### src/rtl/snap_pkg.sv
package snap_pkg;

    localparam int WORD_W = 16;
    localparam int BYTE_W = 8;

    typedef enum logic [1:0] {
        START_NOW = 2'd0,
        START_S1  = 2'd1,
        START_S2  = 2'd2,
        START_S3  = 2'd3
    } start_sel_e;

    typedef enum logic [1:0] {
        FMT_WORD  = 2'd0,
        FMT_LOB   = 2'd1,
        FMT_WORD2 = 2'd2,
        FMT_HIB   = 2'd3
    } rd_fmt_e;

    // Bit positions within the host-visible control word
    localparam int BIT_ARM   = 4;
    localparam int BIT_ADONE = 5;
    localparam int BIT_BDONE = 6;

endpackage

### src/rtl/snap_ctrl.sv
module snap_ctrl
    import snap_pkg::*;
#(
    parameter int DEPTH = 64,
    localparam int AW   = $clog2(DEPTH),
    localparam int HALF = DEPTH / 2
) (
    input  logic              clk,
    input  logic              rst_n,
    input  logic              ctrl_wr,
    input  logic [WORD_W-1:0] ctrl_wdata,
    input  logic [2:0]        strobes,
    input  logic              smp_valid,
    output logic [WORD_W-1:0] ctrl_word,
    output rd_fmt_e           rd_fmt,
    output logic              mem_we,
    output logic [AW-1:0]     mem_waddr,
    output logic              arm_o,
    output logic              adone_o,
    output logic              bdone_o,
    output logic              cap_o
);

    typedef struct packed {
        start_sel_e    start;
        rd_fmt_e       fmt;
        logic          arm;
        logic          adone;
        logic          bdone;
        logic          cap;
        logic [AW-1:0] wptr;
    } ctrl_state_t;

    ctrl_state_t st_d, st_q;
    logic        hit;
    logic        fire;
    logic        set_a;
    logic        set_b;

    always_comb begin
        st_d = st_q;

        // Start condition multiplexer
        unique case (st_q.start)
            START_NOW: hit = 1'b1;
            START_S1:  hit = strobes[0];
            START_S2:  hit = strobes[1];
            default:   hit = strobes[2];
        endcase

        fire      = st_q.arm && !st_q.cap && hit;
        mem_we    = st_q.cap && smp_valid;
        mem_waddr = st_q.wptr;
        set_a     = mem_we && (st_q.wptr == AW'(HALF - 1));
        set_b     = mem_we && (st_q.wptr == AW'(DEPTH - 1));

        if (fire) begin
            st_d.arm  = 1'b0;
            st_d.cap  = 1'b1;
            st_d.wptr = '0;
        end

        if (mem_we) begin
            st_d.wptr = st_q.wptr + AW'(1);
            if (set_b) begin
                st_d.cap = 1'b0;
            end
        end

        if (ctrl_wr) begin
            st_d.start = start_sel_e'(ctrl_wdata[1:0]);
            st_d.fmt   = rd_fmt_e'(ctrl_wdata[3:2]);
            st_d.arm   = ctrl_wdata[BIT_ARM];
            st_d.adone = st_q.adone & ctrl_wdata[BIT_ADONE];
            st_d.bdone = st_q.bdone & ctrl_wdata[BIT_BDONE];
        end

        // Hardware set has priority over a host clear
        st_d.adone = st_d.adone | set_a;
        st_d.bdone = st_d.bdone | set_b;
    end

    always_ff @(posedge clk) begin
        if (!rst_n) begin
            st_q <= '{start: START_NOW, fmt: FMT_WORD, arm: 1'b0, adone: 1'b0,
                      bdone: 1'b0, cap: 1'b0, wptr: '0};
        end else begin
            st_q <= st_d;
        end
    end

    always_comb begin
        ctrl_word            = '0;
        ctrl_word[1:0]       = st_q.start;
        ctrl_word[3:2]       = st_q.fmt;
        ctrl_word[BIT_ARM]   = st_q.arm;
        ctrl_word[BIT_ADONE] = st_q.adone;
        ctrl_word[BIT_BDONE] = st_q.bdone;
    end

    assign rd_fmt  = st_q.fmt;
    assign arm_o   = st_q.arm;
    assign adone_o = st_q.adone;
    assign bdone_o = st_q.bdone;
    assign cap_o   = st_q.cap;

endmodule

### src/rtl/snap_mem.sv
module snap_mem
    import snap_pkg::*;
#(
    parameter int DEPTH = 64,
    localparam int AW   = $clog2(DEPTH)
) (
    input  logic              clk,
    input  logic              we,
    input  logic [AW-1:0]     waddr,
    input  logic [WORD_W-1:0] wdata,
    input  logic [AW-1:0]     raddr,
    output logic [WORD_W-1:0] rdata
);

    logic [WORD_W-1:0] store_q [DEPTH];

    always_ff @(posedge clk) begin
        if (we) begin
            store_q[waddr] <= wdata;
        end
    end

    assign rdata = store_q[raddr];

endmodule

### src/rtl/snap_rdport.sv
module snap_rdport
    import snap_pkg::*;
#(
    parameter int DEPTH = 64,
    localparam int AW   = $clog2(DEPTH)
) (
    input  logic              clk,
    input  logic              rst_n,
    input  logic              rd_en,
    input  logic              rd_data_sel,
    input  logic              ptr_clr,
    input  rd_fmt_e           rd_fmt,
    input  logic [WORD_W-1:0] ctrl_word,
    input  logic [WORD_W-1:0] mem_rdata,
    output logic [AW-1:0]     mem_raddr,
    output logic [WORD_W-1:0] rdata
);

    typedef struct packed {
        logic [AW-1:0]     ptr;
        logic [WORD_W-1:0] rdata;
    } rd_state_t;

    rd_state_t         rs_d, rs_q;
    logic [WORD_W-1:0] shaped;

    function automatic logic [WORD_W-1:0] sext_byte(input logic [BYTE_W-1:0] b);
        return {{(WORD_W - BYTE_W){b[BYTE_W-1]}}, b};
    endfunction

    always_comb begin
        unique case (rd_fmt)
            FMT_LOB: shaped = sext_byte(mem_rdata[BYTE_W-1:0]);
            FMT_HIB: shaped = sext_byte(mem_rdata[WORD_W-1:BYTE_W]);
            default: shaped = mem_rdata;
        endcase
    end

    always_comb begin
        rs_d = rs_q;
        if (rd_en) begin
            if (rd_data_sel) begin
                rs_d.rdata = shaped;
                rs_d.ptr   = (rs_q.ptr == AW'(DEPTH - 1)) ? '0 : rs_q.ptr + AW'(1);
            end else begin
                rs_d.rdata = ctrl_word;
            end
        end
        if (ptr_clr) begin
            rs_d.ptr = '0;
        end
    end

    always_ff @(posedge clk) begin
        if (!rst_n) begin
            rs_q <= '0;
        end else begin
            rs_q <= rs_d;
        end
    end

    assign mem_raddr = rs_q.ptr;
    assign rdata     = rs_q.rdata;

endmodule

### src/rtl/snap_capture.sv
module snap_capture
    import snap_pkg::*;
#(
    parameter int DEPTH = 64
) (
    input  logic        clk,
    input  logic        rst_n,
    input  logic        smp_valid,
    input  logic [15:0] smp_data,
    input  logic        start_s1,
    input  logic        start_s2,
    input  logic        start_s3,
    input  logic        reg_wr,
    input  logic        reg_rd,
    input  logic        reg_sel,
    input  logic [15:0] reg_wdata,
    output logic [15:0] reg_rdata
);

    localparam int AW = $clog2(DEPTH);

    logic              ctrl_wr;
    logic [WORD_W-1:0] ctrl_word;
    rd_fmt_e           rd_fmt;
    logic              mem_we;
    logic [AW-1:0]     mem_waddr;
    logic [AW-1:0]     mem_raddr;
    logic [WORD_W-1:0] mem_rdata;
    logic              arm_w;
    logic              adone_w;
    logic              bdone_w;
    logic              cap_w;

    assign ctrl_wr = reg_wr && !reg_sel;

    snap_ctrl #(.DEPTH(DEPTH)) ctrl_i (
        .clk       (clk),
        .rst_n     (rst_n),
        .ctrl_wr   (ctrl_wr),
        .ctrl_wdata(reg_wdata),
        .strobes   ({start_s3, start_s2, start_s1}),
        .smp_valid (smp_valid),
        .ctrl_word (ctrl_word),
        .rd_fmt    (rd_fmt),
        .mem_we    (mem_we),
        .mem_waddr (mem_waddr),
        .arm_o     (arm_w),
        .adone_o   (adone_w),
        .bdone_o   (bdone_w),
        .cap_o     (cap_w)
    );

    snap_mem #(.DEPTH(DEPTH)) mem_i (
        .clk  (clk),
        .we   (mem_we),
        .waddr(mem_waddr),
        .wdata(smp_data),
        .raddr(mem_raddr),
        .rdata(mem_rdata)
    );

    snap_rdport #(.DEPTH(DEPTH)) rd_i (
        .clk        (clk),
        .rst_n      (rst_n),
        .rd_en      (reg_rd),
        .rd_data_sel(reg_sel),
        .ptr_clr    (ctrl_wr),
        .rd_fmt     (rd_fmt),
        .ctrl_word  (ctrl_word),
        .mem_rdata  (mem_rdata),
        .mem_raddr  (mem_raddr),
        .rdata      (reg_rdata)
    );

endmodule

### config.mk
export PLATFORM = sky130hd
export DESIGN_NAME = snap_capture
export DESIGN_NICKNAME = d
export VERILOG_FILES = /design/src/rtl/snap_pkg.sv /design/src/rtl/snap_ctrl.sv /design/src/rtl/snap_mem.sv /design/src/rtl/snap_rdport.sv /design/src/rtl/snap_capture.sv
export SDC_FILE = /design/constraint.sdc
export NUM_CORES = 1
export LEC_CHECK = 0
export ABC_CLOCK_PERIOD_IN_PS = 3300
export BUFFER_PORTS_ARGS = -buffer_cell sky130_fd_sc_hd__buf_2
export CAP_MARGIN = 20
export CORE_MARGIN = 1
export CORE_UTILIZATION = 56
export CTS_CLUSTER_DIAMETER = 100
export CTS_CLUSTER_SIZE = 30
export DETAILED_ROUTE_END_ITERATION = 8
export GPL_TIMING_DRIVEN = 0
export PLACE_DENSITY_LB_ADDON = 0.12
export RECOVER_POWER = 100
export SYNTH_ARGS = -nofsm -noshare
export SYNTH_HDL_FRONTEND = slang
export SYNTH_SLANG_ARGS = --single-unit
### constraint.sdc
create_clock -name clk -period 3.3 [get_ports clk]
set_input_delay 0.165 -clock clk [delete_from_list [all_inputs] [get_ports clk]]
set_output_delay 0.165 -clock clk [all_outputs]
set_load 0.02 [all_outputs]
; Word level (Yosys, flattened, before mapping)
; Memory sizes are Yosys's and may differ from the RTL's. A register that Yosys moved wholly into a read port is not among the register bits.
; Index checks and enable logic that the tools add are counted.
; Widths: inputs -> output; s select.
[classes]
bitwise = 5
n_reduce_logical = 13
muxes = 13
n_addsub = 2
n_eq_ne = 7
[ops]
columns = operator, n
row1 = $pmux 16 s2, 1
row2 = $mux 6, 3
row3 = $mux 16, 1
row4 = $mux 7, 2
row5 = $add 6x1->6 const B, 2
row6 = $eq 6x6->1 const B, 2
row7 = $eq 6x5->1 const B, 1
row8 = $logic_and 1x1->1, 6
row9 = $eq 2x1->1 const B, 2
row10 = $eq 2x2->1 const B, 2
row11 = $mux 1, 4
row12 = $reduce_bool 2->1, 2
row13 = $mux 3, 1
row14 = $pmux 1 s3, 1
row15 = $and 1x1->1, 2
row16 = $logic_not 1->1, 2
row17 = $logic_not 2->1, 1
row18 = $or 1x1->1, 2
row19 = $reduce_and 2->1, 1
row20 = $reduce_or 2->1, 1
row21 = $not 1->1, 1
[word_totals]
elab_cells = 50
out_inout_bits = 16
in_bits = 41
mem_bits_rw = 1024
reg_bits = 36
memories = 1
[mem_list]
columns = memory, words, word_bits, rd, rd_ports_with_merged_regs, wr, line_no
row1 = mem_i.store_q, 64, 16, 1, 1, 1, snap_mem.sv:15  ; logic [WORD_W-1:0] store_q [DEPTH];

; Longest topological paths before layout
[logic_depth]
depth_word = 6
mapped_depth = 12
mapped_depth_nobuf = 7

; By module
; A second synthesis with hierarchy kept.
[unflattened]
hier_cells = 2047
hier_area_um2 = 41655.0
[by_module_without_submodules]
columns = mod, area_each_um2, cells_per_inst, instances, seq_area_each_um2
row1 = snap_mem, 39721.8, 1813, 1, 30749.5
row2 = snap_rdport, 1179.9, 148, 1, 440.4
row3 = snap_ctrl, 739.5, 85, 1, 280.3
row4 = snap_capture, 13.8, 1, 1, 0.0

; Least setup slack after synthesis
; Ideal clock, no wire load.
[synth_path]
kind = register to register
from = register ctrl_i.st_q (netlist bit ctrl_i.mem_waddr[4])
to = memory mem_i.store_q[48][0], enable pin
n_path_buf = 2
t_arrival_ps = 2686
synth_period_minus_slack_ps = 3117
required_ps = 2870
stages_incl_launch_ff = 6
setup_ps = 430
path_slack_ps = 183
cell_sequence = dfxtp_1 > clkbuf_1 > nand2_1 > or3_1 > clkbuf_1 > nor4_1
[synth_rtl]
columns = item, line_no
row1 = from (decl), snap_ctrl.sv:34  ; ctrl_state_t st_d, st_q;
row2 = from (signal assigned), snap_ctrl.sv:85  ; st_q <= '{start: START_NOW, fmt: FMT_WORD, arm: 1'b0, adone: 1'b0,
row3 = from (signal assigned), snap_ctrl.sv:88  ; st_q <= st_d;
row4 = to (decl), snap_mem.sv:15
; No word-level cell before the write port.

==> qor.csv <==
metric,value,unit
status,"complete, but fails checks",
failed_checks,"capacitance limit, slew limit, setup timing",
vdd_ir_drop_max,602,µV
clock_skew,0.0601,ns
ys_warn_count,0,
critical_path_class,reg2reg,
reg2reg_slack,-0.02,ns
fp.dieArea,0.0744,mm²
holdPathStages,4,
insertion_delay,0.65,ns
yosys.area.top_type,edfxtp_1,
final_common_cell,edfxtp_1,
cts_buffers,42,
maxCapViolCount,18,
clock_sinks,1066,
required,3.85,ns
grt_pass1_vias,21000,
cts_buffer_depth,3,
synthSimpleGateAreaFrac,0.0288,
start_util,0.570,
wirelength,123,mm
drive_gt1_frac,0.233,
final_cell_mix,"1024 x edfxtp_1, 266 x mux4_2, 123 x clkbuf_1",
io_pins,57,
drt.antenna.violating_nets,0,
wl_per_cell,39.5,µm
tightest_slew,2.78,ns
relSlewSlack,-0.850,
drc_errors,0,
drtIter0Drc,3177,
setup-tns-final,-0.0284,ns
cellLeakagePower,0.0138,µW
antennaDiodeCount,0,
end_kind,flip-flop,
timing.rr.end,rd_i.rdata[4],
final_nets,2191,
hold_viol_final,0,
viasPerCell,7.01,
synthArstFlopShare,0,
die-height,273,µm
ys_ff_latch,1066,
dpl_cell_area,0.0441,mm²
fin_hold_ws,0.0667,ns
antenna_found_initial,1,
maxSlewViolCount,764,
critPathLaunchType,flip-flop,
setup_slack,-0.0176,ns
setup_viol,2,
worst-path-max-fanout,10,
ctsHtreeMaxLevel,2,
hpwlAfterDp,84.2,mm
synth_top_area_frac,0.749,
synth.distinct_cells,61,
min-delay-start,reg_wr,
synth_area,0.0411,mm²
synth_area_leaders,"edfxtp_1 75%, mux4_2 15%, dfxtp_1 2.0%",
gp_congestion,1.05,
hold_class,in2reg,
core-area,0.0720,mm²
clock_tree.root_cell,clkbuf_16,
synth_compound_area_frac,0.0330,
io_buffers,46,
fin_area,0.0454,mm²
syn_avg_cell_area,21.2,µm²
netlist_instances,1935,
post-route-min-period,3.32,ns
synthAdderAreaFrac,0.000610,
detailroute.via_count,21900,
first_pass_iters,6,
synth_nets,1978,
synth_xor_area_frac,0.00107,
synth_edf_count,1024,
synth.mux.area_fraction,0.152,
num_rows,98,
grt_overflow,0,
path_clk_slew,0.12,ns
syn_to_final_growth,10.5,%
die_x,273,µm
cts_tree,built,
synth_top_family_by_area,multiplexers,
grt_max_degree,65,
pwr_density_cell,498,mW/mm²
grt.total_usage,0.335,
synth-seq-area-share,0.769,
finalCritPeriodShare,1.01,
timing.fmax,0.301,GHz
worstPathArrival,3.87,ns
holdPathEnd,ctrl_i.rd_fmt[1],
synth_ff_type,edfxtp_1,
reg2reg_depth,10,
grt_pass1_wl,167,mm
state kept, by name (all words and copies together), names as in the netlist, named ones only:
register and count:
ctrl_i.ctrl_word 2, mem_i.store_q 1024, ctrl_i.arm_o 1, ctrl_i.mem_waddr 6
rd_i.mem_raddr 6, ctrl_i.rd_fmt 2, ctrl_i.bdone_o 1, ctrl_i.adone_o 1
ctrl_i.cap_o 1, rd_i.rdata 16
cell families after synthesis:
logic type               count (synthesis)
buffers and inverters                  115
adder cells (fa/ha/maj)                  2
AO/OA/AOI/OAI                          193
XOR/XNOR                                 5
AND/OR/NAND/NOR                        263
multiplexers                           291
flip-flops                            1066
per-layer routing:
layer / up-vias / share of wire / track usage / wire [µm]
met3: 307 / 0.12 / 0.0775 / 14300
met2: 1509 / 0.47 / 0.514 / 57300
met5: - / 0 / 0 / 0
li1: 8470 / - / - / -
met1: 11600 / 0.37 / 0.464 / 45400
met4: 0 / 0.050 / 0.153 / 6150
Yosys cell counts (12+ instances only):
cell type  number
o22ai_1        18
a22oi_1        25
a22o_1         13
nor2_1         85
nor2b_1        16
edfxtp_1     1024
dfxtp_1        42
mux2i_1        23
nand3_1        15
buf_2          20
nand2_1        80
a221oi_1       15
nor3_1         29
a31oi_1        12
a21oi_1        29
mux4_2        266
clkbuf_1       49
nand2b_1       14
buf_4          20
o21ai_0        26
repair_timing:
item | CTS | global route
resized for setup | 142 | 47
gates cloned | 0 | 0
hold buffers | 13 | 7
setup buffers | 4 | 8
pin swaps | 4 | 4
setup endpoints to repair | 16 | 14
endpoints found under the hold margin | 23 | 91
power breakdown:
part	leakage [µW]	internal (µW)	switching [µW]
logic	0.00361	420	717
clock network	0.000604	2610	4000
registers	0.00954	14800	19.7
total	0.0138	17900	4740
area by class of cell:
cell class	instances	area, µm²
Sequential cell	1066	31600
Fill cell	4981	26600
Multi-Input combinational cell	754	9210
Clock buffer	61	1210
Tap cell	950	1190
Timing Repair Buffer	171	1140
Buffer	105	942
Clock inverter	3	50.0
Inverter	8	30.0
worst max path at each step:
stage | cells after the start | start | endpoint
after floorplan | 5 | ctrl_i.mem_waddr[4] | mem_i.store_q[48][0]
after global placement | 5 | ctrl_i.mem_waddr[4] | mem_i.store_q[48][9]
after detailed placement | 10 | flip-flop | rd_i.rdata[5]
after CTS | 11 | flip-flop | rd_i.rdata[0]
after global routing | 10 | flip-flop | rd_i.rdata[6]
final | 10 | flip-flop | rd_i.rdata[4]
per-stage QoR:
step,cells,power (µW),utilization,setup slack (ns)
floorplan,1935,15600,-,0.183
global placement,2931,16100,0.590,-2.21
detailed placement,3012,16200,0.613,-1.16
CTS,3092,22600,0.640,0.00921
global route,3118,23000,0.630,-0.120
finish,3118,22600,0.630,-0.0176
worst max-delay path, stage by stage, from the launching register on:
cell	delay, ns
dfxtp_4	0.45
buf_8	0.20
buf_16	0.20
buf_16	0.20
buf_12	0.23
mux4_2	0.58
a221oi_4	0.41
o32ai_4	0.21
a31oi_1	0.29
o22ai_1	0.17
o221a_1	0.24
(Power assumes the default switching activity.)
